File: config.mk
export PLATFORM = sky130hd
export DESIGN_NAME = dma_chan_seq
export DESIGN_NICKNAME = d
export VERILOG_FILES = /design/src/rtl/dma_chan_seq.sv
export SDC_FILE = /design/constraint.sdc
export NUM_CORES = 1
export LEC_CHECK = 0
export BUFFER_PORTS_ARGS = -buffer_cell sky130_fd_sc_hd__buf_2
export CORE_MARGIN = 2
export CORE_UTILIZATION = 50
export DETAILED_ROUTE_END_ITERATION = 12
export GPL_ROUTABILITY_DRIVEN = 0
export PLACE_DENSITY = 0.7
export SYNTH_ARGS = -nofsm -noshare
export SYNTH_HDL_FRONTEND = slang
export SYNTH_SLANG_ARGS = --single-unit
export TNS_END_PERCENT = 10
File: constraint.sdc
create_clock -name clk -period 2.7 [get_ports clk]
set_input_delay 0.54 -clock clk [delete_from_list [all_inputs] [get_ports clk]]
set_output_delay 0.54 -clock clk [all_outputs]
set_load 0.005 [all_outputs]
File: src/rtl/dma_chan_seq.sv
module dma_chan_seq #(
  parameter int AW = 32,
  parameter int DW = 32,
  parameter int NTRIG = 29
)(
  input  logic             clk,
  input  logic             rst_n,
  input  logic             cfg_we,
  input  logic [3:0]       cfg_sel,
  input  logic [31:0]      cfg_wdata,
  input  logic [NTRIG-1:0] trig_in,
  input  logic             sync_in,
  output logic             mem_req,
  output logic             mem_we,
  output logic             mem_wide,
  output logic [AW-1:0]    mem_addr,
  output logic [DW-1:0]    mem_wdata,
  input  logic [DW-1:0]    mem_rdata,
  input  logic             mem_grant,
  output logic             chan_irq,
  output logic [6:0]       status
);
  localparam int HW = DW / 2;

  typedef enum logic [1:0] {S_STOP, S_WAIT, S_RD, S_WR} st_t;
  st_t st;

  logic [4:0]  m_sel, bsize, wcnt;
  logic        m_ovfie, m_atend, m_oneshot, m_cont, m_syncen, m_syncdst, m_wide, m_chie;
  logic [15:0] tsize, tcnt, s_wsize, d_wsize, s_wcnt, d_wcnt;
  logic [15:0] s_bstep, d_bstep, s_tstep, d_tstep, s_wstep, d_wstep;
  logic [AW-1:0] s_sh, d_sh, s_beg, s_cur, d_beg, d_cur;
  logic [DW-1:0] rbuf;
  logic trig_flag, sync_flag, sync_err, ovf, xact, bact, halt_req, irq_q, trig_hit;

  function automatic logic [AW-1:0] sx(input logic [15:0] v);
    return {{(AW-16){v[15]}}, v};
  endfunction

  wire [7:0] cmd = (cfg_we && cfg_sel == 4'd1) ? cfg_wdata[7:0] : 8'd0;
  wire c_run = cmd[0], c_halt = cmd[1], c_soft = cmd[2], c_ftrig = cmd[3];
  wire c_ctrig = cmd[4], c_fsync = cmd[5], c_csync = cmd[6], c_cerr = cmd[7];

  always_comb begin
    trig_hit = 1'b0;
    for (int i = 0; i < NTRIG; i++)
      if (m_sel == 5'(i + 1)) trig_hit = trig_in[i];
  end

  wire tev       = trig_hit | c_ftrig;
  wire sev       = m_syncen & (sync_in | c_fsync);
  wire halting   = halt_req | c_halt;
  wire start     = (st == S_WAIT) && trig_flag && !halting && !c_soft;
  wire new_xfer  = start && !xact;
  wire sync_use  = start && sync_flag;
  wire pair_done = (st == S_WR) && mem_grant;
  wire last_word = (wcnt == 5'd0);
  wire xfer_done = pair_done && last_word && (tcnt == 16'd0) && !c_soft;
  wire ovf_evt   = tev && trig_flag && !start && !c_ctrig && !c_soft;

  wire s_wrap = (s_wcnt == 16'd0);
  wire d_wrap = (d_wcnt == 16'd0);
  wire [AW-1:0] s_nbeg   = s_wrap ? s_beg + sx(s_wstep) : s_beg;
  wire [AW-1:0] d_nbeg   = d_wrap ? d_beg + sx(d_wstep) : d_beg;
  wire [AW-1:0] s_nburst = s_wrap ? s_nbeg : s_cur + sx(s_tstep);
  wire [AW-1:0] d_nburst = d_wrap ? d_nbeg : d_cur + sx(d_tstep);

  wire irq_nx = (m_chie && ((new_xfer && !m_atend) || (xfer_done && m_atend)))
              || (m_ovfie && ovf_evt);

  assign mem_req   = (st == S_RD) || (st == S_WR);
  assign mem_we    = (st == S_WR);
  assign mem_addr  = (st == S_WR) ? d_cur : s_cur;
  assign mem_wdata = rbuf;
  assign mem_wide  = m_wide;
  assign chan_irq  = irq_q;
  assign status    = {ovf, st != S_STOP, bact, xact, sync_err, sync_flag, trig_flag};

  always_ff @(posedge clk or negedge rst_n) begin
    if (!rst_n) begin
      {m_chie, m_wide, m_syncdst, m_syncen, m_cont, m_oneshot, m_atend, m_ovfie, m_sel} <= '0;
      bsize <= '0; tsize <= '0; s_wsize <= '0; d_wsize <= '0;
      s_bstep <= '0; d_bstep <= '0; s_tstep <= '0; d_tstep <= '0;
      s_wstep <= '0; d_wstep <= '0; s_sh <= '0; d_sh <= '0;
    end else if (cfg_we) begin
      case (cfg_sel)
        4'd0: {m_chie, m_wide, m_syncdst, m_syncen, m_cont, m_oneshot, m_atend, m_ovfie, m_sel}
                <= cfg_wdata[12:0];
        4'd2: begin bsize <= cfg_wdata[4:0]; tsize <= cfg_wdata[31:16]; end
        4'd3: {d_bstep, s_bstep} <= cfg_wdata;
        4'd4: {d_tstep, s_tstep} <= cfg_wdata;
        4'd5: {d_wsize, s_wsize} <= cfg_wdata;
        4'd6: {d_wstep, s_wstep} <= cfg_wdata;
        4'd7: s_sh <= cfg_wdata[AW-1:0];
        4'd8: d_sh <= cfg_wdata[AW-1:0];
        default: ;
      endcase
    end
  end

  always_ff @(posedge clk or negedge rst_n) begin
    if (!rst_n) begin
      st <= S_STOP;
      wcnt <= '0; tcnt <= '0; s_wcnt <= '0; d_wcnt <= '0;
      s_beg <= '0; s_cur <= '0; d_beg <= '0; d_cur <= '0; rbuf <= '0;
      trig_flag <= 1'b0; sync_flag <= 1'b0; sync_err <= 1'b0; ovf <= 1'b0;
      xact <= 1'b0; bact <= 1'b0; halt_req <= 1'b0; irq_q <= 1'b0;
    end else begin
      irq_q <= irq_nx;
      if (c_soft) begin
        st <= S_STOP;
        trig_flag <= 1'b0; sync_flag <= 1'b0; sync_err <= 1'b0; ovf <= 1'b0;
        xact <= 1'b0; bact <= 1'b0; halt_req <= 1'b0;
      end else begin
        if (c_ctrig) begin
          trig_flag <= 1'b0; ovf <= 1'b0;
        end else if (tev) begin
          trig_flag <= 1'b1;
          if (ovf_evt) ovf <= 1'b1;
        end else if (start) trig_flag <= 1'b0;

        if (c_csync) sync_flag <= 1'b0;
        else if (sev) begin
          sync_flag <= 1'b1;
          if (sync_flag && !sync_use) sync_err <= 1'b1;
        end else if (sync_use) sync_flag <= 1'b0;
        if (c_cerr) sync_err <= 1'b0;

        if (c_halt) halt_req <= 1'b1;

        case (st)
          S_STOP: if (c_run) begin
            st <= bact ? S_RD : S_WAIT;
            halt_req <= 1'b0;
          end
          S_WAIT: if (halting) begin
            st <= S_STOP; halt_req <= 1'b0;
          end else if (start) begin
            st <= S_RD; bact <= 1'b1; wcnt <= bsize;
            if (!xact) begin
              xact <= 1'b1; tcnt <= tsize; s_wcnt <= s_wsize; d_wcnt <= d_wsize;
              s_beg <= s_sh; s_cur <= s_sh; d_beg <= d_sh; d_cur <= d_sh;
            end else if (sync_flag) begin
              if (m_syncdst) begin d_wcnt <= d_wsize; d_cur <= d_beg; end
              else begin s_wcnt <= s_wsize; s_cur <= s_beg; end
            end
          end
          S_RD: if (mem_grant) begin
            rbuf <= m_wide ? mem_rdata : {{(DW-HW){1'b0}}, mem_rdata[HW-1:0]};
            st <= S_WR;
          end
          S_WR: if (mem_grant) begin
            halt_req <= 1'b0;
            if (!last_word) begin
              wcnt <= wcnt - 5'd1;
              s_cur <= s_cur + sx(s_bstep);
              d_cur <= d_cur + sx(d_bstep);
              st <= halting ? S_STOP : S_RD;
            end else if (tcnt == 16'd0) begin
              bact <= 1'b0; xact <= 1'b0;
              st <= (m_cont && !halting) ? S_WAIT : S_STOP;
            end else begin
              tcnt <= tcnt - 16'd1;
              s_wcnt <= s_wrap ? s_wsize : s_wcnt - 16'd1;
              d_wcnt <= d_wrap ? d_wsize : d_wcnt - 16'd1;
              s_beg <= s_nbeg; s_cur <= s_nburst;
              d_beg <= d_nbeg; d_cur <= d_nburst;
              bact <= m_oneshot;
              if (m_oneshot) wcnt <= bsize;
              st <= halting ? S_STOP : (m_oneshot ? S_RD : S_WAIT);
            end
          end
          default: st <= S_STOP;
        endcase
      end
    end
  end
endmodule

==> key figures <==
Outcome
  • Run status: finished, violations left
  • Failing checks: setup timing

Floorplanning
  • Core area: 0.0615 mm2
  • Initial cell density of the core: 50.4%
  • Row cnt: 91
  • Die height: 253 um
  • Die extent in x: 253 um
  • Ports placed on the boundary: about 180
  • Die area: 0.0640 mm2

Placement
  • Setup Slack @ Placement: -0.473 ns
  • I/O Buffers: ~180
  • Hpwl dp: ~78,000 um
  • Area of placed instances: about 0.037 mm2

Timing
  • Fin crit share: 114%
  • Worst Skew: 0.0233 ns
  • Setup TNS Final: -10.96 ns
  • Slew HR: 50.7%
  • Setup Viol. Count Final: 75
  • Slew at the pin closest to its max-slew limit: between 0.7 and 0.8 ns
  • Hold Fails Final Rpt: 0
  • Final Critical Period: slightly above 3 ns
  • RSZ-0062 raised after global routing: yes
  • Slew Limit Fails: 0
  • Final setup margin: -0.391 ns
  • Max Fclk: 323 MHz

Setup path
  • Crit path kind: reg2reg
  • Crit end category: flip-flop
  • CP max stage cell: dfrtp_4
  • Buffers & Inverters on Critical Path: 0
  • Critical Path Start Type: flip-flop
  • Worst EP required: 3.25 ns
  • R2r setup slk: -0.39 ns
  • Crit path max fanout: 8
  • CP peak stage delay: approximately 0.58 ns
  • CP delay by family, top: compound AO/OA/AOI/OAI gates
  • Cell Chain, Critical Path: ha_4, and3_4, nand4_1, a2111oi_4, o211ai_4, a21oi_2, o21ai_4, a311oi_2, mux2_1, nand2_1, and3_1
  • Critical path depth: 11
  • R2R depth: 11
  • Critical path arrival: 3.64 ns

Layout
  • Final Cell Area: 0.0409 mm2
  • Total Nets Final: around 4,400
  • Share of cells above drive strength 1: 36.4%
  • Area Growth Syn to Fin: 32.0%
  • Diode count: 0
  • Commonest non-fill, non-tap cell in the layout: buf_4
  • Most frequent cells in the layout: buf_4 (604), dfrtp_1 (443), nand2_1 (359), mux2_2 (257), a21oi_1 (251)
  • Fin util: 66.6%

Synthesis
  • Synthesized instance count: 3,367
  • Distinct cell type count of the synthesized netlist: 125
  • Post-Syn Area: 0.0310 mm2
  • Synth Warn #: 0
  • Synth Flop Type: dfrtp_1
  • FF+latch count, synth: 449
  • Ys async rst share: 100%
  • Syn nets: 3,667
  • Post-synth EDFFs: 0
  • Syn avg cell area: 9.21 um2
  • Seq/Total Area, Yosys: 36.2%

Clocking
  • Clock latency at the later pin of the worst-skew pair: 0.63 ns
  • CTS tree: built
  • Root buffer cell: clkbuf_16
  • Number of CTS-inserted buffers: 52
  • CTS Sinks: 449
  • Max H-tree Level: 2
  • CTS max path bufs: 3
  • CTS clock-pin slew for the worst setup and hold paths: 0.06 ns

Power and ir drop
  • Leak: 18.9 nW
  • Max VDD drop: 0.628 mV
  • Total power: 0.0478 W
  • Power density over the cells: 1170 mW/mm2

Worst hold path
  • Hold Path Stages: 2
  • Hold/Removal Path Class: in2reg

Global routing
  • GRT overflow: 0
  • Initial antenna violation count: 4
  • Global-route wire length before repair: around 170,000 um
  • Largest net degree at the start of global routing: 70
  • All-Layer GR Usage: roughly a third
  • Vias in the first global route: between 20,000 and 30,000

Job
  • Max-Cap Viols: 0

Detailed routing
  • Total Wirelength: 109,000 um
  • DRT iter0 DRCs: 3,121
  • Vias/cell: 6.14
  • Post-DR wirelength/cell: 22.2 um
  • Via count: 30,200
  • DR pass1 iterations: 6
  • Final ANT Viol Nets: 0
  • Remaining design rule violation count: 0
## worst reg2reg max path, cell delays in order, from the launching register on
cell and delay [ns]:
dfrtp_4 0.58, ha_4 0.32, and3_4 0.18, nand4_1 0.19
a2111oi_4 0.32, o211ai_4 0.17, a21oi_2 0.30, o21ai_4 0.09
a311oi_2 0.30, mux2_1 0.35, nand2_1 0.08, and3_1 0.15
## power breakdown
group / switching [W] / total, W / internal, W
Clock: 0.00310 / 0.00753 / 0.00442
Sequential: 0.00203 / 0.0111 / 0.00903
Combinational: 0.0150 / 0.0292 / 0.0142
## worst paths after layout
kind | to | start
max in group asynchronous | s_tstep[15] | rst_n
worst max register to register | s_cur[31] | s_tstep[15]
worst min-delay path | mem_wdata[5] | mem_rdata[5]
min in group asynchronous | tcnt[10] | rst_n
worst min register to register | mem_wdata[21] | mem_wdata[21]
worst max-delay path | s_cur[31] | s_tstep[15]
## area by class of cell
| class | count | area [um2] |
|---|---|---|
| Fill cell | 4745 | 20600 |
| Multi-Input combinational cell | 2679 | 20100 |
| Sequential cell | 449 | 11200 |
| Timing Repair Buffer | 843 | 6500 |
| Clock buffer | 74 | 1520 |
| Tap cell | 790 | 988 |
| Clock inverter | 19 | 283 |
| Inverter | 69 | 267 |
## through the flow
stage               hold slack [ns]  cells
global route                  0.129   4923
finish                        0.145   4923
CTS                           0.110   4910
detailed placement            0.464   4789
floorplan                     0.244   3367
global placement              0.458   4789
## Yosys cell counts, drive strengths merged (9+ instances only)
| cell type | n | area, um2 |
|---|---|---|
| a211oi | 36 | 308 |
| a21boi | 10 | 75.1 |
| a21o | 65 | 489 |
| a21oi | 297 | 1510 |
| a221oi | 17 | 174 |
| a22o | 14 | 123 |
| a22oi | 19 | 143 |
| a31oi | 40 | 265 |
| a32oi | 14 | 130 |
| and2 | 11 | 75.1 |
| and3 | 33 | 213 |
| buf | 65 | 343 |
| clkbuf | 105 | 452 |
| dfrtp | 449 | 11200 |
| ha | 192 | 2400 |
| inv | 69 | 259 |
| mux2 | 258 | 2910 |
| mux2i | 51 | 510 |
| nand2 | 377 | 1420 |
| nand2b | 28 | 175 |
| nand3 | 70 | 355 |
| nand4 | 16 | 115 |
| nor2 | 225 | 855 |
| nor2b | 24 | 158 |
| nor3 | 65 | 342 |
| nor3b | 13 | 103 |
| nor4 | 19 | 161 |
| o211ai | 30 | 235 |
| o21a | 29 | 218 |
| o21ai | 309 | 1570 |
| o21bai | 26 | 195 |
| o221ai | 9 | 85.1 |
| o22ai | 41 | 269 |
| o31ai | 17 | 153 |
| or2 | 13 | 81.3 |
| or3 | 34 | 218 |
| xnor2 | 88 | 771 |
| xor2 | 65 | 569 |
## timing repair
action                                  4_1_cts  5_1_grt
endpoints found under the setup margin      195      179
pin swaps                                    72      128
endpoints found under the hold margin        49        0
resized for setup                           133      216
hold buffers                                  1        0
cloned                                        1        0
buffers inserted                             27       18
## registers in the layout (all words and copies together) (netlist names), 2 cells and up
signal,flops
wcnt,5
d_wcnt,16
s_cur,32
d_cur,32
s_wsize,16
s_beg,32
d_sh,32
d_tstep,16
d_bstep,16
d_wstep,16
st,2
tsize,16
s_tstep,16
s_wstep,16
mem_wdata,32
s_wcnt,16
m_sel,5
s_bstep,16
d_beg,32
tcnt,16
bsize,5
d_wsize,16
s_sh,32
## kinds of logic (layout without fill, tap and decap cells)
| kind of cell | after synthesis | in the layout | share of synthesized area, % |
|---|---|---|---|
| AOI/OAI and AO/OA | 1064 | 1064 | 22.3 |
| and+or+nand+nor | 953 | 953 | 14.5 |
| DFF | 449 | 449 | 36.2 |
| muxes | 310 | 310 | 11.1 |
| buffers and inverters | 239 | 1005 | 3.40 |
| adders and majority gates | 198 | 198 | 8.14 |
| xor gates and xnor gates | 154 | 154 | 4.40 |
## metal layers
layer | global-route usage (%) | part of all wire [%]
met5 | 0 | 0.030
met4 | 16.6 | 5.5
met3 | 5.92 | 8.2
met2 | 54.0 | 46
met1 | 42.6 | 40
Note: power is estimated with default switching activity, not from simulation.
